### config.mk
export PLATFORM = sky130hd
export DESIGN_NAME = softOutputTop
export DESIGN_NICKNAME = d
export VERILOG_FILES = /design/src/rtl/softOutPkg.sv /design/src/rtl/softOutLane.sv /design/src/rtl/softOutDatapath.sv /design/src/rtl/softOutControl.sv /design/src/rtl/softOutputTop.sv
export SDC_FILE = /design/constraint.sdc
export NUM_CORES = 2
export LEC_CHECK = 0
export BUFFER_PORTS_ARGS = -buffer_cell sky130_fd_sc_hd__buf_2
export CAP_MARGIN = 20
export CORE_MARGIN = 4
export CORE_UTILIZATION = 55
export CTS_CLUSTER_DIAMETER = 60
export DETAILED_ROUTE_END_ITERATION = 12
export PLACE_DENSITY = 0.75
export SLEW_MARGIN = 20
export SYNTH_ARGS = -nofsm -noshare
export SYNTH_HDL_FRONTEND = slang
export SYNTH_SLANG_ARGS = --single-unit
### constraint.sdc
create_clock -name clk -period 48.5 [get_ports clk]
set_input_delay 7.275 -clock clk [delete_from_list [all_inputs] [get_ports clk]]
set_output_delay 7.275 -clock clk [all_outputs]
set_load 0.005 [all_outputs]
### src/rtl/softOutPkg.sv
package softOutPkg;
  // Width of the damping shift code.
  localparam int SHIFT_W = 2;

  // Strobes passed from control to datapath.
  typedef struct packed {
    logic               loadEn;
    logic [SHIFT_W-1:0] shiftAmt;
  } stepStrobe_t;
endpackage

### src/rtl/softOutLane.sv
module softOutLane #(
  parameter int Q  = 5,
  parameter int MW = 7
) (
  input  logic          clk,
  input  logic          rst,
  input  logic [MW-1:0] fMag,
  input  logic          dwBit,
  input  logic [Q-1:0]  prevCode,
  input  logic [Q-1:0]  chanCode,
  input  logic [1:0]    shiftAmt,
  output logic [Q-1:0]  nextCode
);
  localparam int MAG = Q - 1;
  localparam int EW  = MW + 1;
  localparam int SW  = EW + 1;
  localparam logic [SW-1:0] MAXMAG = SW'((1 << MAG) - 1);

  logic [EW-1:0]  fExt, pExt, wMag, dampMag;
  logic           wSign, prevNegSign;
  logic [SW-1:0]  dExt, cExt, sumMag;
  logic           sumSign;
  logic [MAG-1:0] outMag;
  logic           outSign;

  always_comb begin
    fExt        = EW'(fMag);
    pExt        = EW'(prevCode[MAG-1:0]);
    prevNegSign = ~prevCode[MAG];
    // extrinsic: F + (-R'), sign-magnitude add
    if (dwBit == prevNegSign) begin
      wMag  = fExt + pExt;
      wSign = dwBit;
    end else if (fExt >= pExt) begin
      wMag  = fExt - pExt;
      wSign = dwBit;
    end else begin
      wMag  = pExt - fExt;
      wSign = prevNegSign;
    end
    // damping by power of two
    dampMag = wMag >> shiftAmt;
    dExt    = SW'(dampMag);
    cExt    = SW'(chanCode[MAG-1:0]);
    // channel addition
    if (wSign == chanCode[MAG]) begin
      sumMag  = cExt + dExt;
      sumSign = wSign;
    end else if (cExt >= dExt) begin
      sumMag  = cExt - dExt;
      sumSign = chanCode[MAG];
    end else begin
      sumMag  = dExt - cExt;
      sumSign = wSign;
    end
    outMag  = (sumMag > MAXMAG) ? MAXMAG[MAG-1:0] : sumMag[MAG-1:0];
    outSign = (sumMag != '0) && sumSign;
  end

  assign nextCode = {outSign, outMag};

  // a vanishing damped term leaves the channel magnitude intact
  assert_damp_zero_R6: assert property (@(posedge clk) disable iff (rst)
    (dampMag == '0) |-> (outMag == chanCode[MAG-1:0]));

  // like-signed terms never shrink the channel magnitude nor flip its sign
  assert_same_sign_R6: assert property (@(posedge clk) disable iff (rst)
    ((chanCode[MAG-1:0] != '0) && (dampMag != '0) && (wSign == chanCode[MAG]))
      |-> ((outSign == chanCode[MAG]) && (outMag >= chanCode[MAG-1:0])));
endmodule

### src/rtl/softOutDatapath.sv
module softOutDatapath
  import softOutPkg::*;
#(
  parameter int N  = 32,
  parameter int Q  = 5,
  parameter int MW = 7
) (
  input  logic          clk,
  input  logic          rst,
  input  stepStrobe_t   strb,
  input  logic [MW-1:0] beta,
  input  logic [MW-1:0] minMetric,
  input  logic [N-1:0]  dwVec,
  input  logic [N*Q-1:0] prevVec,
  input  logic [N*Q-1:0] chanVec,
  output logic [N*Q-1:0] outVec
);
  localparam int MAG = Q - 1;

  logic [MW-1:0]  fMag;
  logic [N*Q-1:0] laneOut;

  // shared reliability magnitude, clamped at zero
  assign fMag = (beta > minMetric) ? (beta - minMetric) : '0;

  for (genvar i = 0; i < N; i++) begin : gLane
    softOutLane #(.Q(Q), .MW(MW)) lane_i (
      .clk      (clk),
      .rst      (rst),
      .fMag     (fMag),
      .dwBit    (dwVec[i]),
      .prevCode (prevVec[i*Q +: Q]),
      .chanCode (chanVec[i*Q +: Q]),
      .shiftAmt (strb.shiftAmt),
      .nextCode (laneOut[i*Q +: Q])
    );

    // registered outputs never carry negative zero
    assert_no_negzero_R7: assert property (@(posedge clk) disable iff (rst)
      !(outVec[i*Q+MAG] && (outVec[i*Q +: MAG] == '0)));
  end

  always_ff @(posedge clk) begin
    if (rst) outVec <= '0;
    else if (strb.loadEn) outVec <= laneOut;
  end
endmodule

### src/rtl/softOutControl.sv
module softOutControl
  import softOutPkg::*;
(
  input  logic               clk,
  input  logic               rst,
  input  logic               inValid,
  input  logic [SHIFT_W-1:0] alphaCode,
  output stepStrobe_t        strb,
  output logic               outValid
);
  always_comb begin
    strb.loadEn   = inValid;
    strb.shiftAmt = alphaCode;
  end

  always_ff @(posedge clk) begin
    if (rst) outValid <= 1'b0;
    else     outValid <= inValid;
  end

  assert_valid_follow_R2: assert property (@(posedge clk) disable iff (rst)
    inValid |=> outValid);
  assert_valid_drop_R2: assert property (@(posedge clk) disable iff (rst)
    !inValid |=> !outValid);
endmodule

### src/rtl/softOutputTop.sv
module softOutputTop
  import softOutPkg::*;
#(
  parameter int N  = 32,
  parameter int Q  = 5,
  parameter int MW = 7
) (
  input  logic           clk,
  input  logic           rst,
  input  logic           inValid,
  input  logic [1:0]     alphaCode,
  input  logic [N-1:0]   decidedBits,
  input  logic [MW-1:0]  beta,
  input  logic [MW-1:0]  minMetric,
  input  logic [N*Q-1:0] prevSoft,
  input  logic [N*Q-1:0] chanSoft,
  output logic           outValid,
  output logic [N*Q-1:0] newSoft
);
  stepStrobe_t strb;

  softOutControl ctrl_i (
    .clk       (clk),
    .rst       (rst),
    .inValid   (inValid),
    .alphaCode (alphaCode),
    .strb      (strb),
    .outValid  (outValid)
  );

  softOutDatapath #(.N(N), .Q(Q), .MW(MW)) dp_i (
    .clk       (clk),
    .rst       (rst),
    .strb      (strb),
    .beta      (beta),
    .minMetric (minMetric),
    .dwVec     (decidedBits),
    .prevVec   (prevSoft),
    .chanVec   (chanSoft),
    .outVec    (newSoft)
  );

  // idle cycles keep the result stable
  assert_hold_R2: assert property (@(posedge clk) disable iff (rst)
    !inValid |=> $stable(newSoft));
endmodule

==> results by stage <==
Logic synthesis:
- The count of flip-flops with a built-in enable after synthesis is 0.
- Synthesis produced a netlist whose cell count is 7890.
- The synthesized netlist devotes 30.6% of its cell area to compound gates.
- The mux contribution to synthesized area is 6.44%.
- The largest total area in the synthesized netlist belongs to ha_1.
- The average footprint of a synthesized cell is 7.16 um^2.
- The number of warning messages in the yosys log is 0.
- The count of different cell masters after synthesis is ~120.
- After synthesis, the most frequently instantiated cells are nor2_1, ha_1, a21oi_1.
- The most frequently used flop master after synthesis is dfxtp_1.
- The most common cell in the synthesized netlist is nor2_1.
- The netlist area before placement is 56500 um^2.
- The register area share after synthesis is 5.71%.
- The xor/xnor share of the synthesized area is 5.52%.
- The synthesized-area fraction occupied by and/or/nand/nor cells is ~18%.
- After synthesis, the largest family of logic cells by area is compound AO/OA/AOI/OAI gates.
- The area share of the largest cell type after synthesis is 19.3%.
- Sorting the synthesized cells by area gives the leading types as ha_1, a21oi_1, fa_1, nor2_1, dfxtp_1.
- The post-synthesis sequential element count is 161.
- The synthesized-area fraction occupied by adder cells is 26.1%.
- The number of nets in the synthesized netlist is 9325.
- The async set or reset register ratio after synthesis is 0%.

Drt:
- The routed design has 228000 um of wire.
- Dividing the detail-routed wire length by the instance count gives 23.7 um.
- The number of nets still failing antenna checks after routing is 0.
- After detailed routing, the number of vias per cell comes to approximately 6.4.
- The detailed router finished its first iteration with roughly 6800 violations.
- The routed layout has just over 60000 vias.
- For this run, design rule violations remaining after detail routing come to 0.
- The detailed-routing iteration count for the pre-antenna-repair pass is 7.

Power and ir drop:
- The switching power summed over all nets is 0.00130 W.
- Combinational logic burns 85.5% of the power.
- The internal portion of the total power is ~0.00095 W.
- In this run, flip-flops and latches consume under 10% of the power.
- The proportion of total power due to net switching is 57.7%.
- The part of the power in the clock network is 6.8%.
- Power spread over the standard cell area amounts to 37.0 nW/um^2.
- The analysis attributes to cell leakage a power of 28.9 nW.
- The worst IR drop on VDD is roughly 0.000035 V.

Setup path:
- The path type of the worst setup path is input pin to flip-flop.
- The required time reported for the critical path endpoint is 48910 ps.
- In this design, the stage delay of the slowest critical-path cell is 760 ps.
- The arrival time of the worst setup path is 16250 ps.
- STA classifies the critical path endpoint as a flip-flop.
- Together, buffers and inverters on the worst path number 6.
- The startpoint type of the worst setup path is an input pin.
- The critical path's slowest cell is o21ai_0.
- The largest driver fanout on the critical path is 34.
- The gate family responsible for the most delay along the worst path is simple AND/OR/NAND/NOR gates.

Hold path:
- The tightest min-delay check is of the flip-flop to flip-flop type.

STA:
- Setup violations remaining at the end of the flow were counted as 0.
- The clock skew after layout is 0 ps.
- Setup repair after global routing left no endpoint under its margin.
- Measured against its own limit, the worst slew margin works out to 18.2%.
- The achievable frequency is 0.0631 GHz.
- In the finished design, the share of the clock period the worst path needs comes to 32.7%.
- The worst path needs 15840 ps of the cycle, external delays included.
- The measured slew at the worst slew-check pin is 1220 ps.
- The worst path meets setup with 32660 ps of slack.
- The final count of hold timing violations is 0.
- The worst hold-check slack is 445 ps.
- The final-report max-slew violation count is 0.
- After routing, the total negative slack on setup checks comes to 0 ps.

Floorplanning:
- The die span in y is about 330 um.
- The initial utilization of the core area, before any placement, comes to roughly 55%.
- The die span in x is ~330 um.
- The die covers 108000 um^2.
- The number of placement rows is about 120.
- The core region area is 102000 um^2.
- between 500 and 600 I/O pins were placed.

Global routing:
- The met2 routing resource usage after global routing is 61.4%.
- For this run, global-route usage on met3 was measured as 10.9%.
- The busiest layer in global routing is met2.
- The wire length of the first global-routing pass is 340000 um.
- The initial antenna violation count is 68.
- For this run, the total global-route usage over all layers was measured as 40.4%.
- The total grt overflow is 0.
- The via count of the first global-routing pass came to 57626.
- Global routing consumed, on the met1 layer, 50.5% of the routing resources.
- The largest net degree at the start of global routing is 122.

Finish:
- In the final design database the tool counted approximately 9600 nets.
- For this run, the share of the core covered by cells in the final layout is 59.8%.
- The sequential cell area is 3220 um^2.
- The area growth from synthesis to layout is 8.00%.
- Of the cells placed in the final design, the portion with a size suffix greater than 1 is around 11%.
- The multi-input logic area is roughly 50000 um^2.
- After filler insertion, the fill cell instance count of the layout stands at 9808.
- The final design area excluding fillers is 61000 um^2.

Place:
- The total cell area at the placement stage is 60200 um^2.
- The global placer's final weighted congestion is 1.05.
- The post-DP HPWL is roughly 180000 um.
- Input and output buffers added on the ports amount to 531.
- The pre-CTS worst setup slack is roughly 32000 ps.

Job:
- The total of max-cap violations is 0.

Clock network:
- For this design, the CTS-stage hold fixing added 0 buffers.
- After clock tree synthesis, the clock-pin slew on the worst setup and hold paths is roughly 80 ps.
- The post-cts resize count is 0.
- The cell sitting at the root of the clock tree is a clkbuf_16.
- The clock network latency to the later pin of the worst-skew pair is 550 ps.
- The number of post-CTS setup repair buffers is 0.
- Clock tree synthesis inserted a total of 17 buffers.
- TritonCTS built the clock tree.
- The maximum level of the CTS H-tree is 4.
- The longest clock path from root to sink contains 2 buffers.
- The clock net sink count is roughly 160.

Run status:
- The flow ran to the end, and the final reports show no timing, DRC or antenna violations.
## final cells by class
class | count | share of cell area, %
Multi-Input combinational cell | 6586 | 80.3
Inverter | 765 | 4.75
Antenna cell | 68 | 0.279
Tap cell | 1368 | 2.81
Clock buffer | 19 | 0.743
Sequential cell | 161 | 5.29
Timing Repair Buffer | 632 | 5.65
Clock inverter | 13 | 0.205
## power groups by stage
stage	Combinational, W	Sequential (W)	Clock [W]
2_1_floorplan	0.00137	0.000176	0
3_5_place_dp	0.00187	0.000178	0
5_1_grt	0.00211	0.000177	0.000158
6_report	0.00193	0.000175	0.000153
3_3_place_gp	0.00184	0.000177	0
4_1_cts	0.00188	0.000175	0.000154
## metal layers
layer | share of wire (%) | vias up | wire [um]
met5 | 0.064 | - | 145
met4 | 6.9 | 20 | 15800
met3 | 12 | 781 | 26300
met2 | 42 | 3327 | 96400
met1 | 39 | 28913 | 89600
li1 | - | 28584 | -
## state kept, by name, summed over array words and instances, names as in the netlist
signal / cells
ctrl_i.outValid: 1
dp_i.outVec: 160
## worst reg2reg max path, delay by kind of cell (launching register included)
| kind | cells | cell delay [ps] |
|---|---|---|
| simple gates | 2 | 120 |
| compound gates | 2 | 420 |
| flops | 1 | 340 |
## placed cells by master, fill, tap and decap left out, types with 35 or more instances in the layout
cell / n
o21ai_1: 46
o22ai_1: 46
nand3_1: 120
a31oi_1: 86
nor2_1: 905
a311oi_1: 107
a21o_1: 178
nand4_1: 51
buf_2: 527
xnor2_1: 242
nor2b_1: 62
xor2_1: 110
ha_1: 871
inv_1: 759
buf_4: 102
nor4_1: 45
and3_1: 35
diode_2: 68
o211ai_1: 96
nand2b_1: 57
nand2_1: 543
a21oi_1: 800
a211oi_1: 108
o21ai_0: 500
nor3_1: 108
mux2_2: 68
and2_1: 46
o21a_1: 99
o21bai_1: 111
or3_1: 35
mux2i_1: 269
dfxtp_1: 161
fa_1: 193
## cells by family (layout without fill, tap and decap cells)
logic type                 Yosys count  after routing
AOI/OAI and AO/OA                 2641           2641
xor gates and xnor gates           356            356
adders and majority gates         1064           1064
buffers and inverters             1143           1429
DFF                                161            161
muxes                              346            346
other                                0             68
and+or+nand+nor                   2179           2179
## path summary, 6_finish.rpt
check	endpoint	slack (ps)	cells after the start	startpoint
worst max-delay path	dp_i.outVec[54]$_SDFFE_PP0P_	32660	35	minMetric[4]
worst min-delay path	dp_i.outVec[97]$_SDFFE_PP0P_	440	2	dp_i.outVec[97]$_SDFFE_PP0P_
worst min register to register	dp_i.outVec[97]$_SDFFE_PP0P_	440	2	dp_i.outVec[97]$_SDFFE_PP0P_
worst max register to register	dp_i.outVec[69]$_SDFFE_PP0P_	47470	4	dp_i.outVec[69]$_SDFFE_PP0P_
## through the flow
step | power (W) | std cells
floorplan | 0.00155 | 7890
global placement | 0.00202 | 9512
detailed placement | 0.00205 | 9512
CTS | 0.00221 | 9544
global route | 0.00244 | 9576
finish | 0.00225 | 9612
Note: power is estimated with default switching activity, not from simulation.
